**src/rtl/nscr_pkg.sv**
```systemverilog
package nscr_pkg;
  typedef enum logic [1:0] {
    KIND_DATA = 2'b00,
    KIND_ESC  = 2'b01,
    KIND_CODE = 2'b10
  } nib_kind_e;

  // code nibble of the ordinary start-of-cell command
  localparam int unsigned SOC_CODE_VAL = 4;
endpackage

```
**src/rtl/nscr_lfsr.sv**
```systemverilog
module nscr_lfsr #(
  parameter int unsigned LFSR_W = 10,
  parameter int unsigned TAP    = 7,
  parameter int unsigned NIB_W  = 4
) (
  input  logic             clk_i,
  input  logic             rst_ni,
  input  logic             adv_i,
  input  logic             reload_i,
  output logic [NIB_W-1:0] mask_o,
  output logic             period_done_o
);
  localparam int unsigned PERIOD = (1 << LFSR_W) - 1;
  localparam int unsigned CNT_W  = $clog2(PERIOD + 1);

  logic [LFSR_W-1:0] lfsr_q, lfsr_adv;
  logic [CNT_W-1:0]  cnt_q;

  // lfsr_q[LFSR_W-1] is the newest sequence bit
  always_comb begin
    lfsr_adv = lfsr_q;
    for (int k = 0; k < int'(NIB_W); k++) begin
      lfsr_adv = {lfsr_adv[LFSR_W-TAP] ^ lfsr_adv[0], lfsr_adv[LFSR_W-1:1]};
    end
  end

  for (genvar i = 0; i < NIB_W; i++) begin : g_mask
    assign mask_o[i] = lfsr_q[LFSR_W-1-i];
  end

  // counter saturates at PERIOD; reset value forces a reseed
  always_ff @(posedge clk_i or negedge rst_ni) begin
    if (!rst_ni) begin
      lfsr_q <= '1;
      cnt_q  <= CNT_W'(PERIOD);
    end else if (reload_i) begin
      lfsr_q <= '1;
      cnt_q  <= '0;
    end else if (adv_i) begin
      lfsr_q <= lfsr_adv;
      if (cnt_q != CNT_W'(PERIOD)) cnt_q <= cnt_q + CNT_W'(1);
    end
  end

  assign period_done_o = (cnt_q == CNT_W'(PERIOD));

  AST_LFSR_LIVE: assert property (@(posedge clk_i) disable iff (!rst_ni)
    lfsr_q != '0);

  AST_PERIOD_WRAP: assert property (@(posedge clk_i) disable iff (!rst_ni)
    (adv_i && !reload_i && cnt_q == CNT_W'(PERIOD - 1)) |=> (lfsr_q == '1));
endmodule

```
**src/rtl/nscr_sof_seq.sv**
```systemverilog
module nscr_sof_seq
  import nscr_pkg::*;
#(
  parameter int unsigned NIB_W = 4
) (
  input  logic             clk_i,
  input  logic             rst_ni,
  input  logic             req_i,
  input  logic             period_done_i,
  output logic             busy_o,
  output logic             emit_o,
  output nib_kind_e        kind_o,
  output logic [NIB_W-1:0] nib_o
);
  typedef enum logic {SEQ_IDLE, SEQ_TAIL} seq_state_e;
  seq_state_e state_q, state_d;

  always_comb begin
    state_d = state_q;
    emit_o  = 1'b0;
    kind_o  = KIND_ESC;
    nib_o   = '0;
    unique case (state_q)
      SEQ_IDLE: if (req_i) begin
        emit_o  = 1'b1;
        state_d = SEQ_TAIL;
      end
      SEQ_TAIL: begin
        emit_o  = 1'b1;
        state_d = SEQ_IDLE;
        if (!period_done_i) begin
          kind_o = KIND_CODE;
          nib_o  = NIB_W'(SOC_CODE_VAL);
        end
      end
      default: state_d = SEQ_IDLE;
    endcase
  end

  always_ff @(posedge clk_i or negedge rst_ni) begin
    if (!rst_ni) state_q <= SEQ_IDLE;
    else         state_q <= state_d;
  end

  assign busy_o = (state_q == SEQ_TAIL);

  AST_TAIL_FOLLOWS: assert property (@(posedge clk_i) disable iff (!rst_ni)
    (state_q == SEQ_IDLE && req_i) |=> (emit_o && busy_o));
endmodule

```
**src/rtl/cmd_nib_scrambler.sv**
```systemverilog
module cmd_nib_scrambler
  import nscr_pkg::*;
#(
  parameter int unsigned LFSR_W   = 10,
  parameter int unsigned LFSR_TAP = 7,
  parameter int unsigned NIB_W    = 4
) (
  input  logic             clk_i,
  input  logic             rst_ni,
  input  logic             sof_req_i,
  input  logic             in_valid_i,
  output logic             in_ready_o,
  input  logic [1:0]       in_kind_i,
  input  logic [NIB_W-1:0] in_nib_i,
  output logic             out_valid_o,
  output logic [1:0]       out_kind_o,
  output logic [NIB_W-1:0] out_nib_o
);
  logic             seq_busy, seq_emit, period_done, accept, emit, reload;
  nib_kind_e        seq_kind, sel_kind, out_kind_q;
  logic [NIB_W-1:0] seq_nib, sel_nib, mask, scr_nib, out_nib_q;
  logic             out_valid_q, prev_esc_q;

  nscr_sof_seq #(.NIB_W(NIB_W)) u_seq (
    .clk_i         (clk_i),
    .rst_ni        (rst_ni),
    .req_i         (sof_req_i),
    .period_done_i (period_done),
    .busy_o        (seq_busy),
    .emit_o        (seq_emit),
    .kind_o        (seq_kind),
    .nib_o         (seq_nib)
  );

  nscr_lfsr #(.LFSR_W(LFSR_W), .TAP(LFSR_TAP), .NIB_W(NIB_W)) u_lfsr (
    .clk_i         (clk_i),
    .rst_ni        (rst_ni),
    .adv_i         (emit),
    .reload_i      (reload),
    .mask_o        (mask),
    .period_done_o (period_done)
  );

  // a pending or running start-of-cell command owns the output slot
  assign in_ready_o = !seq_busy && !sof_req_i;
  assign accept     = in_valid_i && in_ready_o;
  assign emit       = seq_emit || accept;

  always_comb begin
    if (seq_emit) begin
      sel_kind = seq_kind;
      sel_nib  = seq_nib;
    end else begin
      sel_kind = nib_kind_e'(in_kind_i);
      sel_nib  = in_nib_i;
    end
  end

  assign scr_nib = (sel_kind == KIND_DATA) ? (sel_nib ^ mask) : sel_nib;
  assign reload  = emit && (sel_kind == KIND_ESC) && prev_esc_q;

  always_ff @(posedge clk_i or negedge rst_ni) begin
    if (!rst_ni) begin
      out_valid_q <= 1'b0;
      out_kind_q  <= KIND_DATA;
      out_nib_q   <= '0;
      prev_esc_q  <= 1'b0;
    end else begin
      out_valid_q <= emit;
      if (emit) begin
        out_kind_q <= sel_kind;
        out_nib_q  <= scr_nib;
        prev_esc_q <= (sel_kind == KIND_ESC);
      end
    end
  end

  assign out_valid_o = out_valid_q;
  assign out_kind_o  = out_kind_q;
  assign out_nib_o   = out_nib_q;

  AST_DATA_TAG: assert property (@(posedge clk_i) disable iff (!rst_ni)
    (accept && in_kind_i == 2'b00) |=> (out_valid_o && out_kind_o == 2'b00));

  AST_CMD_PASSTHRU: assert property (@(posedge clk_i) disable iff (!rst_ni)
    (accept && in_kind_i != 2'b00) |=>
      (out_nib_o == $past(in_nib_i) && out_kind_o == $past(in_kind_i)));

  AST_SOF_ESC_FIRST: assert property (@(posedge clk_i) disable iff (!rst_ni)
    (sof_req_i && !seq_busy) |=> (out_valid_o && out_kind_o == 2'b01 && !in_ready_o));
endmodule

```
**config.mk**
```make
export PLATFORM = sky130hd
export DESIGN_NAME = cmd_nib_scrambler
export DESIGN_NICKNAME = d
export VERILOG_FILES = /design/src/rtl/nscr_pkg.sv /design/src/rtl/nscr_lfsr.sv /design/src/rtl/nscr_sof_seq.sv /design/src/rtl/cmd_nib_scrambler.sv
export SDC_FILE = /design/constraint.sdc
export NUM_CORES = 1
export LEC_CHECK = 0
export CORE_MARGIN = 8
export CORE_UTILIZATION = 55
export CTS_BUF_LIST = sky130_fd_sc_hd__clkbuf_8
export CTS_CLUSTER_DIAMETER = 30
export DETAILED_ROUTE_END_ITERATION = 10
export DONT_BUFFER_PORTS = 1
export GPL_ROUTABILITY_DRIVEN = 0
export HOLD_SLACK_MARGIN = 0.02
export MAX_ROUTING_LAYER = met4
export PLACE_DENSITY = 0.76
export SYNTH_ARGS = -nofsm -noshare
export SYNTH_HDL_FRONTEND = slang
export SYNTH_SLANG_ARGS = --single-unit
```
**constraint.sdc**
```tcl
create_clock -name clk_i -period 2.2 [get_ports clk_i]
set_clock_uncertainty 0.2 [all_clocks]
set_input_delay 0.22 -clock clk_i [delete_from_list [all_inputs] [get_ports clk_i]]
set_output_delay 0.22 -clock clk_i [all_outputs]
set_load 0.02 [all_outputs]
```
==> reports/qor.yml <==
die:
  coreArea_sq_um: 2500
  fp-row-count: 18
  die_h_microns: 67.5
  die-area_sq_um: 4560
  io_pins: 18
  dieWidth_microns: 67.5
  initial_core_util_pct: 58.5
worst_setup_path:
  required_ps: 2200
  slowest_delay_ps: 570
  reg2reg_from: "u_lfsr.cnt_q[0]$_DFFE_PN1P_"
  startpoint: "u_lfsr.cnt_q[0]$_DFFE_PN1P_"
  worst-path-buf-inv: 0
  end_kind: "register"
  cp_data_arrival_time_ps: 2080
  slowest_stage: "dfstp_2"
  worstPathCellList: "ha_1 > nand4_4 > o31ai_4 > and3_2 > nor3_1"
  worst-setup-path-type: "reg -> reg"
  crit_path_max_fanout: 9
  start_kind: "register"
  worst_path_dominant_cell_family: "simple AND/OR/NAND/NOR gates"
route:
  routed_wl_microns: 3280
  initialDrtViolationCount: 91
  drc_errors: 0
  detail_route.vias_per_cell: 5.98
  firstDrtPassIters: 4
  dr_total_vias: 1155
  wire_per_inst_microns: 17.0
  detail-route-antenna-nets: 0
logic_synthesis:
  synth_seq_area_share_pct: 51.4
  ys_types: 36
  ys_ff_latch: 29
  synthCells: 145
  synth_top_area_cell: "dfstp_2"
  syn-cell-area_sq_um: 1460
  syn-num-nets: 156
  syn_area_per_cell_sq_um: 10.1
  synth_top_area_share_pct: 36.0
  synthTopCellsByArea: "dfstp_2 (36%), dfrtp_1 (15%), nor2_1 (7.2%), a21oi_1 (4.8%), o21ai_0 (3.1%)"
  synth_warnings: 0
timing:
  min_period_over_period_pct: 94.5
  period_minus_slack_ps: 2080
  slew_headroom_pct: 62.3
  hold_violations: 0
  setup_violations: 0
  drv_slew: 0
  max_slew.worst_pin.slew_ps: 560
  fmax_mhz: 481
global_routing:
  grt-ovfl-total: 0
  grt_max_degree: 30
  antenna_found_initial: 0
  grt_pass1_wl_microns: 5380
  grt_pass1_vias: 1159
  grt_usage_pct: 16.2
flow_run:
  drv_cap: 0
power_and_ir_drop:
  pwr-share-comb_pct: 18.0
  power.density_nw_per_um2: 1080
  switching_power_w: 0.000524
  vdd_drop_max_mv: 0.792
  swShare_pct: 27.7
  p_int_w: 0.00137
  power_leakage_nw: 0.675
  clkPwrFrac_pct: 34.7
  seq_power_share_pct: 47.3
clock_tree:
  cts_tree: "done"
  numClockSinks: 29
  clk_pin_slew_ps: 70
  cts-htree-levels: 2
  clockBufferDepth: 2
  cts-root-buf: "clkbuf_8"
  numCtsBuffers: 5
  clk_latency_ps: 280
placement:
  dp_cells: 173
  portBuffers: 0
  hpwl_microns: 2180
outcome:
  status: "completed"
finish:
  final_cell_mix: "nor2_1 (28), dfstp_2 (20), a21oi_1 (14)"
  filler_cell_count: 178
  finalNonFillerCells: 193
  final_nets: 173
  antenna_cells: 0
  final_core_util_pct: 70.3
  layout_commonest_cell: "nor2_1"
  area_growth_pct: 20.3
  drive_gt1_share_pct: 26.4
min_path:
  holdCritStartpoint: "in_valid_i"
  hp-class: "in -> reg"
[registers in the layout, indices dropped and copies added (netlist names)]
signal	cells
prev_esc_q	1
out_valid_o	1
u_seq.busy_o	1
out_nib_o	4
u_lfsr.cnt_q	10
u_lfsr.lfsr_q	10
out_kind_o	2
[worst register-to-register path, stage by stage (launching register included)]
cell     delay, ps
dfstp_2        570
ha_1           260
nand4_4        180
o31ai_4        350
and3_2         370
nor3_1          90
[Yosys cell counts]
cell,instances
nor3b_1,2
nand3_2,2
ha_1,1
o211a_1,1
nand3_1,1
nor2_1,28
a22o_1,1
dfrtp_1,9
nor4_1,3
and3_2,1
nand2_1,7
o21a_1,1
mux2i_1,4
nor3_1,5
buf_2,3
nor2_4,1
inv_1,4
o31ai_4,1
dfstp_2,20
a31oi_1,4
buf_6,1
o21ai_0,9
clkbuf_1,1
nand4_1,2
a21oi_1,14
xnor2_1,5
o31a_2,1
o311ai_2,1
nor2b_1,2
nand2b_1,1
xor2_1,3
nand4_4,1
nand3b_1,1
o311a_1,1
buf_4,1
a311oi_1,2
[path summary, 6_finish.rpt]
| path | endpoint | slack [ps] | depth (start not counted) |
|---|---|---|---|
| setup / recovery | u_lfsr.cnt_q[2]$_DFFE_PN1P_ | 120 | 5 |
| hold / removal | out_nib_o[3]$_DFFE_PN0P_ | 10 | 2 |
| setup reg to reg | u_lfsr.cnt_q[2]$_DFFE_PN1P_ | 120 | 5 |
| hold reg to reg | u_lfsr.lfsr_q[2]$_DFFE_PN1P_ | 310 | 2 |
| max in group asynchronous | u_lfsr.lfsr_q[4]$_DFFE_PN1P_ | 1380 | 2 |
| min in group asynchronous | out_kind_o[0]$_DFFE_PN0P_ | 170 | 2 |
[metal layers]
| layer | GRT usage [%] | share of wire (%) | vias up |
|---|---|---|---|
| li1 | - | - | 551 |
| met1 | 19.0 | 40 | 555 |
| met2 | 24.4 | 49 | 41 |
| met3 | 5.13 | 8.3 | 8 |
| met4 | 8.09 | 2.3 | 0 |
| met5 | - | 0 | - |
[kinds of logic (layout without fill, tap and decap cells)]
kind of cell / after synthesis / in the layout / share of synthesized area [%]
AO/OA/AOI/OAI: 36 / 36 / 16.5
XOR/XNOR: 8 / 8 / 4.79
adder cells (fa/ha/maj): 1 / 1 / 0.856
buffers and inverters: 10 / 28 / 3.60
flip-flops: 29 / 29 / 51.4
multiplexers: 4 / 4 / 2.74
AND/OR/NAND/NOR: 57 / 57 / 20.1
[power groups by stage]
| stage | clock, W | combinational, W | sequential, W |
|---|---|---|---|
| 6_report | 0.000656 | 0.000340 | 0.000895 |
| 5_1_grt | 0.000690 | 0.000387 | 0.000915 |
| 4_1_cts | 0.000666 | 0.000337 | 0.000894 |
| 3_5_place_dp | 0 | 0.000305 | 0.000901 |
| 3_3_place_gp | 0 | 0.000291 | 0.000886 |
| 2_1_floorplan | 0 | 0.000264 | 0.000861 |
[through the flow]
stage               hold WS, ps  setup WS [ps]  setup TNS (ps)  instance area [sq um]  power [W]
floorplan                  -276            265               0                   1460    0.00113
global placement           -275            152               0                   1490    0.00118
detailed placement         -275           51.3               0                   1490    0.00121
CTS                        25.6           35.6               0                   1740    0.00190
global route               38.3          -30.6           -86.9                   1760    0.00199
finish                     13.3            120               0                   1760    0.00189
[repair_timing]
item	in CTS	in global routing
resized for setup	0	1
hold buffers	10	0
buffers inserted	0	2
endpoints found under the hold margin	36	0
setup endpoints to repair	0	18
[area by class of cell]
| class | count | area, sq um | area share [%] |
|---|---|---|---|
| clock buffers | 5 | 68.8 | 3.91 |
| well taps | 30 | 37.5 | 2.14 |
| repair buffers | 16 | 155 | 8.83 |
| clock inverters | 3 | 65.1 | 3.70 |
| flip-flops and latches | 29 | 751 | 42.7 |
| inverters | 4 | 15.0 | 0.854 |
| multi-input cells | 106 | 666 | 37.9 |
Power figures use the tool's default switching activity.
